<file path="config.mk">
export PLATFORM = sky130hd
export DESIGN_NAME = port_change_irq
export DESIGN_NICKNAME = d
export VERILOG_FILES = /design/src/rtl/pcint_pkg.sv /design/src/rtl/pcint_sync.sv /design/src/rtl/pcint_ref.sv /design/src/rtl/pcint_flag.sv /design/src/rtl/port_change_irq.sv
export SDC_FILE = /design/constraint.sdc
export NUM_CORES = 1
export LEC_CHECK = 0
export ABC_AREA = 1
export BUFFER_PORTS_ARGS = -buffer_cell sky130_fd_sc_hd__clkbuf_2
export CAP_MARGIN = 30
export CORE_AREA = 5 5 42 44
export DETAILED_ROUTE_END_ITERATION = 12
export DIE_AREA = 0 0 47 49
export SYNTH_ARGS = -nofsm -noshare
export SYNTH_HDL_FRONTEND = slang
export SYNTH_SLANG_ARGS = --single-unit
</file>
<file path="constraint.sdc">
create_clock -name clk -period 1.44 [get_ports clk]
set_clock_uncertainty 0.2 [all_clocks]
set_input_delay 0.144 -clock clk [delete_from_list [all_inputs] [get_ports clk]]
set_output_delay 0.144 -clock clk [all_outputs]
set_load 0.01 [all_outputs]
</file>
<file path="src/rtl/pcint_pkg.sv">
// Shared types for the port interrupt-on-change detector.
package pcint_pkg;
    // Enable bits held by the flag stage
    typedef struct packed {
        logic chg_en;   // port-change interrupt enable
        logic glb_en;   // global interrupt enable
    } pcint_en_t;
endpackage

</file>
<file path="src/rtl/pcint_sync.sv">
// Multi-stage synchronizer for asynchronous port pins.
// Assumes each pin is a slow level input; no reset, so the chain keeps
// sampling during reset and the reference latch can load real pin values.
module pcint_sync #(
    parameter int W      = 4,
    parameter int STAGES = 2
) (
    input  logic         clk,
    input  logic [W-1:0] d_i,
    output logic [W-1:0] q_o
);
    logic [W-1:0] stg [STAGES];

    // Shift the pin vector through the synchronizer stages
    always_ff @(posedge clk) begin
        stg[0] <= d_i;
        for (int s = 1; s < STAGES; s++) begin
            stg[s] <= stg[s-1];
        end
    end

    assign q_o = stg[STAGES-1];
endmodule

</file>
<file path="src/rtl/pcint_ref.sv">
// Reference latch and comparator.
// The latch loads the synchronized pins in reset and on a port read only.
// A mismatch is reported on phase cycles; a read cycle reports none,
// because the latch takes the current value in that very cycle.
module pcint_ref #(
    parameter int W = 4
) (
    input  logic         clk,
    input  logic         rst_n,
    input  logic [W-1:0] samp_i,
    input  logic         phase_i,
    input  logic         rd_i,
    output logic         mismatch_o
);
    logic [W-1:0] ref_q;
    logic [W-1:0] diff;

    // Load the reference with the synchronized pins in reset and on read
    always_ff @(posedge clk) begin
        if (!rst_n) begin
            ref_q <= samp_i;
        end else if (rd_i) begin
            ref_q <= samp_i;
        end
    end

    // Per-pin difference, reduced to one strobed mismatch
    always_comb begin
        diff       = samp_i ^ ref_q;
        mismatch_o = phase_i && !rd_i && (|diff);
    end
endmodule

</file>
<file path="src/rtl/pcint_flag.sv">
// Sticky change flag, enable register and request outputs.
// Assumes set and clear are single-cycle strobes; set has priority.
module pcint_flag
    import pcint_pkg::*;
(
    input  logic      clk,
    input  logic      rst_n,
    input  logic      set_i,
    input  logic      clr_i,
    input  logic      cfg_wr_i,
    input  pcint_en_t cfg_i,
    input  logic      sleep_i,
    output logic      flag_o,
    output pcint_en_t en_o,
    output logic      irq_o,
    output logic      wake_o
);
    // Sticky flag: set wins over clear
    always_ff @(posedge clk) begin
        if (!rst_n) begin
            flag_o <= 1'b0;
        end else if (set_i) begin
            flag_o <= 1'b1;
        end else if (clr_i) begin
            flag_o <= 1'b0;
        end
    end

    // Enable register written by software
    always_ff @(posedge clk) begin
        if (!rst_n) begin
            en_o <= '0;
        end else if (cfg_wr_i) begin
            en_o <= cfg_i;
        end
    end

    // Request outputs
    always_comb begin
        irq_o  = flag_o && en_o.chg_en && en_o.glb_en;
        wake_o = flag_o && en_o.chg_en && sleep_i;
    end
endmodule

</file>
<file path="src/rtl/port_change_irq.sv">
// Port interrupt-on-change detector, top level.
// Synchronizes the upper port nibble, compares it on phase strobes with a
// reference loaded by port reads, and raises irq/wake from a sticky flag.
module port_change_irq
    import pcint_pkg::*;
#(
    parameter int W           = 4,
    parameter int SYNC_STAGES = 2
) (
    input  logic         clk,
    input  logic         rst_n,
    input  logic [W-1:0] pins_i,
    input  logic         phase_i,
    input  logic         port_rd_i,
    input  logic         flag_clr_i,
    input  logic         cfg_wr_i,
    input  logic         cfg_chg_en_i,
    input  logic         cfg_glb_en_i,
    input  logic         sleep_i,
    output logic         irq_o,
    output logic         wake_o
);
    logic [W-1:0] samp;
    logic         mismatch;
    logic         flag_q;
    pcint_en_t    en_q;
    pcint_en_t    cfg_in;

    // Pack the enable write data
    always_comb begin
        cfg_in.chg_en = cfg_chg_en_i;
        cfg_in.glb_en = cfg_glb_en_i;
    end

    pcint_sync #(.W(W), .STAGES(SYNC_STAGES)) u_sync (
        .clk (clk),
        .d_i (pins_i),
        .q_o (samp)
    );

    pcint_ref #(.W(W)) u_ref (
        .clk        (clk),
        .rst_n      (rst_n),
        .samp_i     (samp),
        .phase_i    (phase_i),
        .rd_i       (port_rd_i),
        .mismatch_o (mismatch)
    );

    pcint_flag u_flag (
        .clk      (clk),
        .rst_n    (rst_n),
        .set_i    (mismatch),
        .clr_i    (flag_clr_i),
        .cfg_wr_i (cfg_wr_i),
        .cfg_i    (cfg_in),
        .sleep_i  (sleep_i),
        .flag_o   (flag_q),
        .en_o     (en_q),
        .irq_o    (irq_o),
        .wake_o   (wake_o)
    );
endmodule

</file>
# Word-level counts from Yosys, hierarchy flattened
# Memories as Yosys holds them, arrays and structs flattened.
# Cells that the tools add are included.
# word_totals
n_memories	1
word_cells	19
regBits	7
ram_bits	8
# op_classes
n_mux	4
reduce_logical	8
bitwise_logic	1
eq_ne	1
# memory_table
memory	depth	width	rd	rd_ports_with_merged_regs	wr	line_no	text
u_sync.stg	2	4	2	0	2	pcint_sync.sv:12	logic [W-1:0] stg [STAGES];
# ops
op	count
two-way mux 4 bit	2
logical AND 1 bit	5
OR reduction 4 bit	1
XOR 4 bit	1
two-way mux 1 bit	2
!= test 2 x 1 -> 1 bit (second input constant)	1
nonzero test 2 bit	1
zero test 1 bit	1

# Logic depth before layout (Yosys ltp)
# Gate-level depths: netlist of run 1.
# logic_depth
depth_word	4
ltp_mapped	7

# Modules after synthesis
# A second synthesis of run 1 with hierarchy kept.
# hier_totals
cells_unflattened	59
area_unflattened_um2	530.5
# by_module_without_submodules
mod	area_per_inst_um2	n_inst	seq_area_each_um2	cells_each
pcint_ref	219.0	1	120.1	30
pcint_sync	190.2	1	160.2	12
pcint_flag	121.4	1	60.1	17

# Least setup slack after synthesis of run 1
# No wires, ideal clock.
# synth_timing
path_type	flip-flop to flip-flop
startpoint	reg u_ref.ref_q[0]
endpoint	reg u_flag.flag_o
required_time_ns	1.126
synth_period_minus_slack_ns	1.023
slack_ns	0.417
path_stages_with_launch	7
t_arrival_ns	0.710
cell_sequence	edfxtp_1 -> nand2_1 -> nand2_1 -> nor2_1 -> nand2_1 -> nand2_1 -> a21oi_2
# synth_between
elab_chain_cells	4
word_cells_on_any_way	5
# synth_lines
item	line_no	text
start, declared	pcint_ref.sv:15	logic [W-1:0] ref_q;
start signal, assigned	pcint_ref.sv:21	ref_q <= samp_i;
start signal, assigned	pcint_ref.sv:23	ref_q <= samp_i;
XOR 4 bit *	pcint_ref.sv:29	diff = samp_i ^ ref_q;
OR reduction 4 bit *	pcint_ref.sv:30	mismatch_o = phase_i && !rd_i && (|diff);
logical AND 1 bit *	pcint_ref.sv:30	
two-way mux 1 bit / nonzero test 2 bit (equally long branches)	-	
end signal, assigned	pcint_flag.sv:21	flag_o <= 1'b0;
end signal, assigned	pcint_flag.sv:23	flag_o <= 1'b1;
end signal, assigned	pcint_flag.sv:25	flag_o <= 1'b0;
end, declared	pcint_flag.sv:13	output logic flag_o,
# Mark *: on every way between the ends. The rest lies on a longest branch, timed or not.
# A chain may end at the register's enable or synchronous reset.

# Worst setup path after layout of run 1
# layout_timing
startpoint	in rst_n
endpoint	reg u_ref.ref_q[3] (enable)
# layout_between
elab_chain_cells	1
# layout_lines
item	line_no	text
start, declared	port_change_irq.sv:11	input logic rst_n,
!= test 2 x 1 -> 1 bit (no line)	-	
# No other way between the ends.

==> flow_summary.ini, run 1 <==
[run_status]
status = finished clean

[clock_network]
clkTransAtPathRegs_ns = 0.08
htree_levels = 1
cts_tree = yes
cts_setup_buffers = 0
root_buffer = clkbuf_4
clock_insertion_delay_worst_skew_ns = 0.27
cts-buffers-inserted = 3
cts_buffer_depth = 2
clkSinkCount = 15

[timing]
setup_viol = 0
period_needed_ns = 1.35
fin_crit_sh = 0.939
grt_setup_unrepaired = false
hold_violations = 0
slew_headroom = 0.898
fin_setup_tns_ns = 0
drv_slew = 0
worstMarginPinSlew_ns = 0.151
timing.fmax_mhz = 739

[routing]
wirelength_um = 852
ant_nets = 0
wire_per_inst_um = 8.52
vias = 398
drc = 0
viasPerCell = 3.98
drt_iter0_drc = 5
drtPass1Iterations = 2

[grt]
grt_pass1_vias = 421
grt_usage = 0.0942
grt_pass1_wl_um = 1590
grt-ovfl-total = 0
antenna_found_initial = 0
grt_max_degree = 9

[yosys]
synthCells = 55
synth-compound-area-share = 0.0371
synth_top_family_by_area = simple AND/OR/NAND/NOR gates
syn_area_per_cell_sq_um = 9.19
synthAdderAreaFrac = 0
synth-simple-area-share = 0.200
syn-num-nets = 68
synth_cell_types = 9
ys_warn_count = 0
synthesis.area_sq_um = 505
synth.mux.area_fraction = 0
ys_seq_elements = 15
yosysSeqAreaShare = 0.673
synth_xor_xnor_area_share = 0

[placed_design]
numPortBuffers = 14
gp_congestion = 0.711
dp.final_hpwl_um = 563
dpl_cell_area_sq_um = 596

[critical_path]
end_kind = flop
critical_path_class = in -> reg
cp_data_arrival_time_ns = 1.17
worstPathRequired_ns = 1.26
worstPathCellList = dlygate4sd3_1, clkbuf_2, inv_1, or2_2
cp-start-kind = input port
timing.critical_path.buf_inv = 3
ff2ff_setup_slack_ns = 0.32
cp_max_fo = 4
critical_path.top_delay_family = buffers and inverters
crit_path_top_delay_cell = dlygate4sd3_1
cpPeakStageDelay_ns = 0.54

[die]
rows = 14
start_util = 0.361
dieArea_sq_um = 2300
core_sq_um = 1400
die_height_um = 49
die_w_um = 47
ioPinCount = 15

[pwr]
finalPower_uw = 766
power_density_nw_per_um2 = 1050
leakage_nw = 0.389
vdd_drop_max_uv = 559

[layout]
fill_cells = 145
final_cell_mix = nand2_1, clkbuf_2, inv_1
diodes = 0
areaGrowthSynthToFinish_pct = 44.8
final_common_cell = nand2_1
layout-drive-gt1-share = 0.226
finalNetCount = 98
design_area_sq_um = 732

[hold_path]
hold_path.class = reg -> reg

[run]
drv_cap = 0
final timing paths:
kind                     from               end  depth (start not counted)
max                     rst_n    u_ref.ref_q[3]                          4
min          u_sync.stg[0][1]  u_sync.stg[0][5]                          0
max reg2reg    u_ref.ref_q[0]     u_flag.flag_o                          6
min reg2reg  u_sync.stg[0][1]  u_sync.stg[0][5]                          0
synth_stat cells, drive strengths merged:
master | n | share of area
a21oi | 1 | 0.017
and3 | 2 | 0.025
dfxtp | 11 | 0.44
edfxtp | 4 | 0.24
inv | 12 | 0.089
nand2 | 15 | 0.11
nor2 | 7 | 0.052
o21ai | 2 | 0.020
or2 | 1 | 0.012
power breakdown:
| part | internal, mW | switching, mW | total [mW] |
|---|---|---|---|
| Combinational | 0.0457 | 0.0306 | 0.0763 |
| Clock | 0.107 | 0.111 | 0.218 |
| Sequential | 0.460 | 0.0121 | 0.472 |
| Total | 0.613 | 0.154 | 0.766 |
logic make-up after synthesis:
| group | after synthesis |
|---|---|
| flops | 15 |
| buf+inv | 12 |
| simple gates | 25 |
| compound gates | 3 |
per-stage QoR:
step | setup slack [ns] | hold WS (ns) | util | instances
6_report | 0.0875 | 0.130 | 0.522 | 100
4_1_cts | 0.117 | 0.132 | 0.522 | 100
2_1_floorplan | 0.417 | -0.0283 | - | 55
5_1_grt | 0.0541 | 0.139 | 0.522 | 100
3_5_place_dp | 0.315 | 0.0479 | 0.425 | 85
3_3_place_gp | 0.330 | 0.0468 | 0.425 | 85
routing by layer:
metal  global-route usage  up-vias  routed length [um]  share of wire
li1                     -      220                   -              -
met1                0.103      172                 346           0.41
met2                0.163        4                 475           0.56
met3               0.0111        2                  23          0.027
met4               0.0553        0                   8         0.0094
met5                    0        -                   0              0
state kept, by name, indices dropped and copies added (netlist names):
name	flops
u_flag.en_o	2
u_flag.flag_o	1
u_sync.stg	8
u_ref.ref_q	4
area by class of cell:
cell class	count	area [sq um]	area share
clock buffer	4	26.3	0.0359
inverter	12	45.0	0.0615
multi-input combinational	28	120	0.164
sequential	15	340	0.465
tap	16	20.0	0.0274
timing repair buffer	25	180	0.246
repair_timing:
item,in CTS,in global routing
hold endpoints to repair,7,0
hold buffers,11,0
resized for setup,0,0
setup endpoints to repair,0,0
Power figures use the tool's default switching activity.
==> inputs of run 2 (changes only) <==
GPL_TIMING_DRIVEN = 0   (was default)
==> flow_summary.ini, run 2 (synthesis results as in run 1) <==
[layout]
fill_cells = 132
layout-drive-gt1-share = 0.226
top_register = u_sync.stg
final_cell_mix = nand2_1, clkbuf_2, inv_1
design_area_sq_um = 732
top_regs = u_sync.stg: 8 flops, u_ref.ref_q: 4 flops, u_flag.en_o: 2 flops
final_common_cell = nand2_1
diodes = 0
finalNetCount = 98
areaGrowthSynthToFinish_pct = 44.8
largest_reg_flops = 8

[routing]
vias = 420
ant_nets = 0
drc = 0
wirelength_um = 896
drt_iter0_drc = 3
viasPerCell = 4.20
drtPass1Iterations = 3
wire_per_inst_um = 8.96

[die]
dieArea_sq_um = 2300
start_util = 0.361
rows = 14
ioPinCount = 15
die_height_um = 49
die_w_um = 47
core_sq_um = 1400

[placed_design]
numPortBuffers = 14
dpl_cell_area_sq_um = 596
dp.final_hpwl_um = 617
gp_congestion = 0.708

[timing]
setup_viol = 0
slew_headroom = 0.899
period_needed_ns = 1.32
timing.fmax_mhz = 755
grt_setup_unrepaired = false
fin_setup_tns_ns = 0
drv_slew = 0
worstMarginPinSlew_ns = 0.150
fin_crit_sh = 0.920
hold_violations = 0

[grt]
grt_max_degree = 9
busiest_layer = met2
grtUsageMet2 = 0.170
antenna_found_initial = 0
grt-ovfl-total = 0
grt_use_met1 = 0.0989
grt_pass1_vias = 445
grtUsageMet3 = 0.0369
grt_pass1_wl_um = 1670
grt_usage = 0.104

[critical_path]
critical_path_class = in -> reg
worstPathRequired_ns = 1.26
worstPathCellList = dlygate4sd3_1, clkbuf_2, inv_1, or2_2
cp_max_fo = 4
end_kind = flop
cp-start-kind = input port
cpPeakStageDelay_ns = 0.52
crit_path_top_delay_cell = dlygate4sd3_1
cp_data_arrival_time_ns = 1.15

[run]
drv_cap = 0

[pwr]
power_density_nw_per_um2 = 1050
vdd_drop_max_uv = 632
leakage_nw = 0.389

[clock_network]
cts-buffers-inserted = 3
clock_insertion_delay_worst_skew_ns = 0.27
root_buffer = clkbuf_4
cts_setup_buffers = 0
cts_buffer_depth = 2
htree_levels = 1
cts_tree = yes
clkTransAtPathRegs_ns = 0.07
clkSinkCount = 15

[run_status]
status = finished clean

[hold_path]
hold_path.class = reg -> reg
run 2: what timing repair did:
| item | 4_1_cts | 5_1_grt |
|---|---|---|
| gates resized for setup | 0 | 0 |
| endpoints found under the hold margin | 7 | 0 |
| hold buffers | 11 | 0 |
run 2: per-stage QoR:
stage | cells | utilization | power [mW] | hold slack (ns) | setup slack, ns
floorplan | 55 | - | 0.510 | -0.0283 | 0.417
global placement | 85 | 0.425 | 0.531 | 0.0462 | 0.361
detailed placement | 85 | 0.425 | 0.536 | 0.0484 | 0.350
CTS | 100 | 0.522 | 0.781 | 0.133 | 0.118
global route | 100 | 0.522 | 0.817 | 0.142 | 0.0884
finish | 100 | 0.522 | 0.768 | 0.130 | 0.115
run 2: path summary, 6_finish.rpt:
check                                 startpoint               end  slack (ns)  depth (start not counted)
worst max register to register    u_ref.ref_q[0]     u_flag.flag_o        0.35                          6
worst max-delay path                       rst_n    u_ref.ref_q[1]        0.12                          4
worst min-delay path            u_sync.stg[0][2]  u_sync.stg[0][6]        0.13                          0
worst min register to register  u_sync.stg[0][2]  u_sync.stg[0][6]        0.13                          0
run 2: routing by layer:
| layer | part of all wire | vias to the layer above | wire length, um |
|---|---|---|---|
| li1 | - | 221 | - |
| met1 | 0.36 | 191 | 326 |
| met2 | 0.59 | 6 | 526 |
| met3 | 0.031 | 2 | 28 |
| met4 | 0.016 | 0 | 14 |
| met5 | 0 | - | 0 |
run 2: cell type report:
| cell class | instances | area [sq um] | share of cell area |
|---|---|---|---|
| tap | 16 | 20.0 | 0.0274 |
| timing repair buffer | 25 | 180 | 0.246 |
| sequential | 15 | 340 | 0.465 |
| clock buffer | 4 | 26.3 | 0.0359 |
| multi-input combinational | 28 | 120 | 0.164 |
| inverter | 12 | 45.0 | 0.0615 |
run 2: worst max-delay path: cells and delay by family:
family                 cells  cell delay (ns)
buffers and inverters      3             0.68
AND/OR/NAND/NOR            1             0.32
run 2: power breakdown:
part / switching [mW] / internal, mW / total (mW)
registers: 0.0128 / 0.460 / 0.473
logic: 0.0304 / 0.0456 / 0.0760
clock network: 0.112 / 0.107 / 0.219
==> inputs of run 3 (changes only) <==
CORE_AREA = default   (was 5 5 42 44)
CORE_ASPECT_RATIO = 0.7   (was default)
CORE_MARGIN = 5   (was default)
CORE_UTILIZATION = 25   (was default)
DIE_AREA = default   (was 0 0 47 49)
PLACE_DENSITY = 0.5   (was default)
==> flow_summary.ini, run 3 (synthesis results as in run 1) <==
[clock_network]
post_cts_resized = 0
htree_levels = 1
clkSinkCount = 15
clock_insertion_delay_worst_skew_ns = 0.27
root_buffer = clkbuf_4
cts_tree = yes
cts-buffers-inserted = 3
cts_setup_buffers = 0
clkTransAtPathRegs_ns = 0.08
cts_buffer_depth = 2

[layout]
multiInputGateArea_sq_um = 120
diodes = 0
final_common_cell = nand2_1
fill_cells = 191
post-route-util = 0.393
finalNetCount = 98
top_regs = u_sync.stg: 8 flops, u_ref.ref_q: 4 flops, u_flag.en_o: 2 flops
design_area_sq_um = 741
regArea_sq_um = 340
layout-drive-gt1-share = 0.238
top_register = u_sync.stg
areaGrowthSynthToFinish_pct = 46.5
largest_reg_flops = 8
instances_no_fill = 106
final_cell_mix = nand2_1, clkbuf_2, inv_1

[timing]
fin_setup_tns_ns = 0
timing.fmax_mhz = 744
drv_slew = 0
period_needed_ns = 1.34
grt_setup_unrepaired = false
slew_headroom = 0.896
setup_viol = 0
holdWs_ns = 0.131
setup_slack_ns = 0.0959
fin_crit_sh = 0.933
hold_violations = 0
worstMarginPinSlew_ns = 0.154

[pwr]
pwr-share-clk = 0.293
switchingPower_uw = 167
vdd_drop_max_uv = 679
power.internal_uw = 608
p_comb_frac = 0.098
leakage_nw = 0.391
finalPower_uw = 776
power_density_nw_per_um2 = 1050
power_frac_seq = 0.609
switching_share = 0.215

[placed_design]
dp.cells = 91
gp_congestion = 0.673
dp.final_hpwl_um = 606
dpl_cell_area_sq_um = 603
numPortBuffers = 14
place_ws_ns = 0.349

[critical_path]
r2r-start = u_ref.ref_q[0]
ff2ff_setup_slack_ns = 0.36
cp_data_arrival_time_ns = 1.17
crit_path_top_delay_cell = dlygate4sd3_1
cp_max_fo = 4
end_kind = flop
reg2regPathDepth = 6
worstSetupStartpoint = rst_n
worstPathCellList = dlygate4sd3_1, clkbuf_2, inv_1, or2_2
critical_path_class = in -> reg
worstPathRequired_ns = 1.26
cp-start-kind = input port
r2r-end = u_flag.flag_o
cpPeakStageDelay_ns = 0.52

[routing]
drc = 0
viasPerCell = 3.79
vias = 402
wirelength_um = 917
ant_nets = 0
wire_per_inst_um = 8.65
drt_iter0_drc = 7
drtPass1Iterations = 2

[grt]
grt_max_degree = 10
antenna_found_initial = 0
busiest_layer = met2
grt_usage = 0.0756
grtUsageMet2 = 0.136
grt-ovfl-total = 0
grt_pass1_wl_um = 1620
grt_use_met1 = 0.0780
grt_pass1_vias = 381
grtUsageMet3 = 0.0423

[die]
start_util = 0.268
rows = 13
dieArea_sq_um = 3040
die_height_um = 47.6
ioPinCount = 15
core_sq_um = 1890
die_w_um = 63.7

[hold_path]
holdPathStages = 0
hold_start = u_sync.stg[0][3]
hold_path.class = reg -> reg
min_to = u_sync.stg[0][7]

[run]
drv_cap = 0

[run_status]
status = finished clean
==> run 3: how the worst max path moves through the flow <==
| stage | end | slack, ns | cells past startpoint |
|---|---|---|---|
| finish | u_ref.ref_q[3] | 0.1 | 4 |
| global route | u_ref.ref_q[1] | 0.1 | 4 |
| CTS | u_ref.ref_q[1] | 0.10 | 4 |
| detailed placement | u_ref.ref_q[1] | 0.35 | 3 |
| global placement | u_ref.ref_q[1] | 0.35 | 3 |
| floorplan | u_flag.flag_o | 0.42 | 6 |
==> run 3: layout make-up <==
class,count,area share
clock inverters,1,0.00676
inverters,12,0.0608
well taps,22,0.0372
multi-input cells,28,0.162
repair buffers,25,0.243
clock buffers,3,0.0304
flip-flops and latches,15,0.459
==> run 3: critical path, delay by kind of cell <==
kind | cells | cell delay [ns]
and+or+nand+nor | 1 | 0.33
buffers and inverters | 3 | 0.69
==> run 3: what timing repair did <==
action | 4_1_cts | 5_1_grt
endpoints found under the setup margin | 0 | 0
hold buffers | 11 | 0
hold endpoints to repair | 7 | 0
==> run 3: power by group through the flow <==
stage	logic, mW	registers (mW)	clock network (mW)
after floorplan	0.0309	0.479	0
after global placement	0.0513	0.482	0
after detailed placement	0.0525	0.482	0
after CTS	0.0760	0.473	0.241
after global routing	0.0880	0.477	0.270
final	0.0760	0.472	0.228
==> run 3: routing by layer <==
metal | up-vias | share of wire
li1 | 223 | -
met1 | 171 | 0.41
met2 | 8 | 0.53
met3 | 0 | 0.057
met4 | 0 | 0
met5 | - | 0
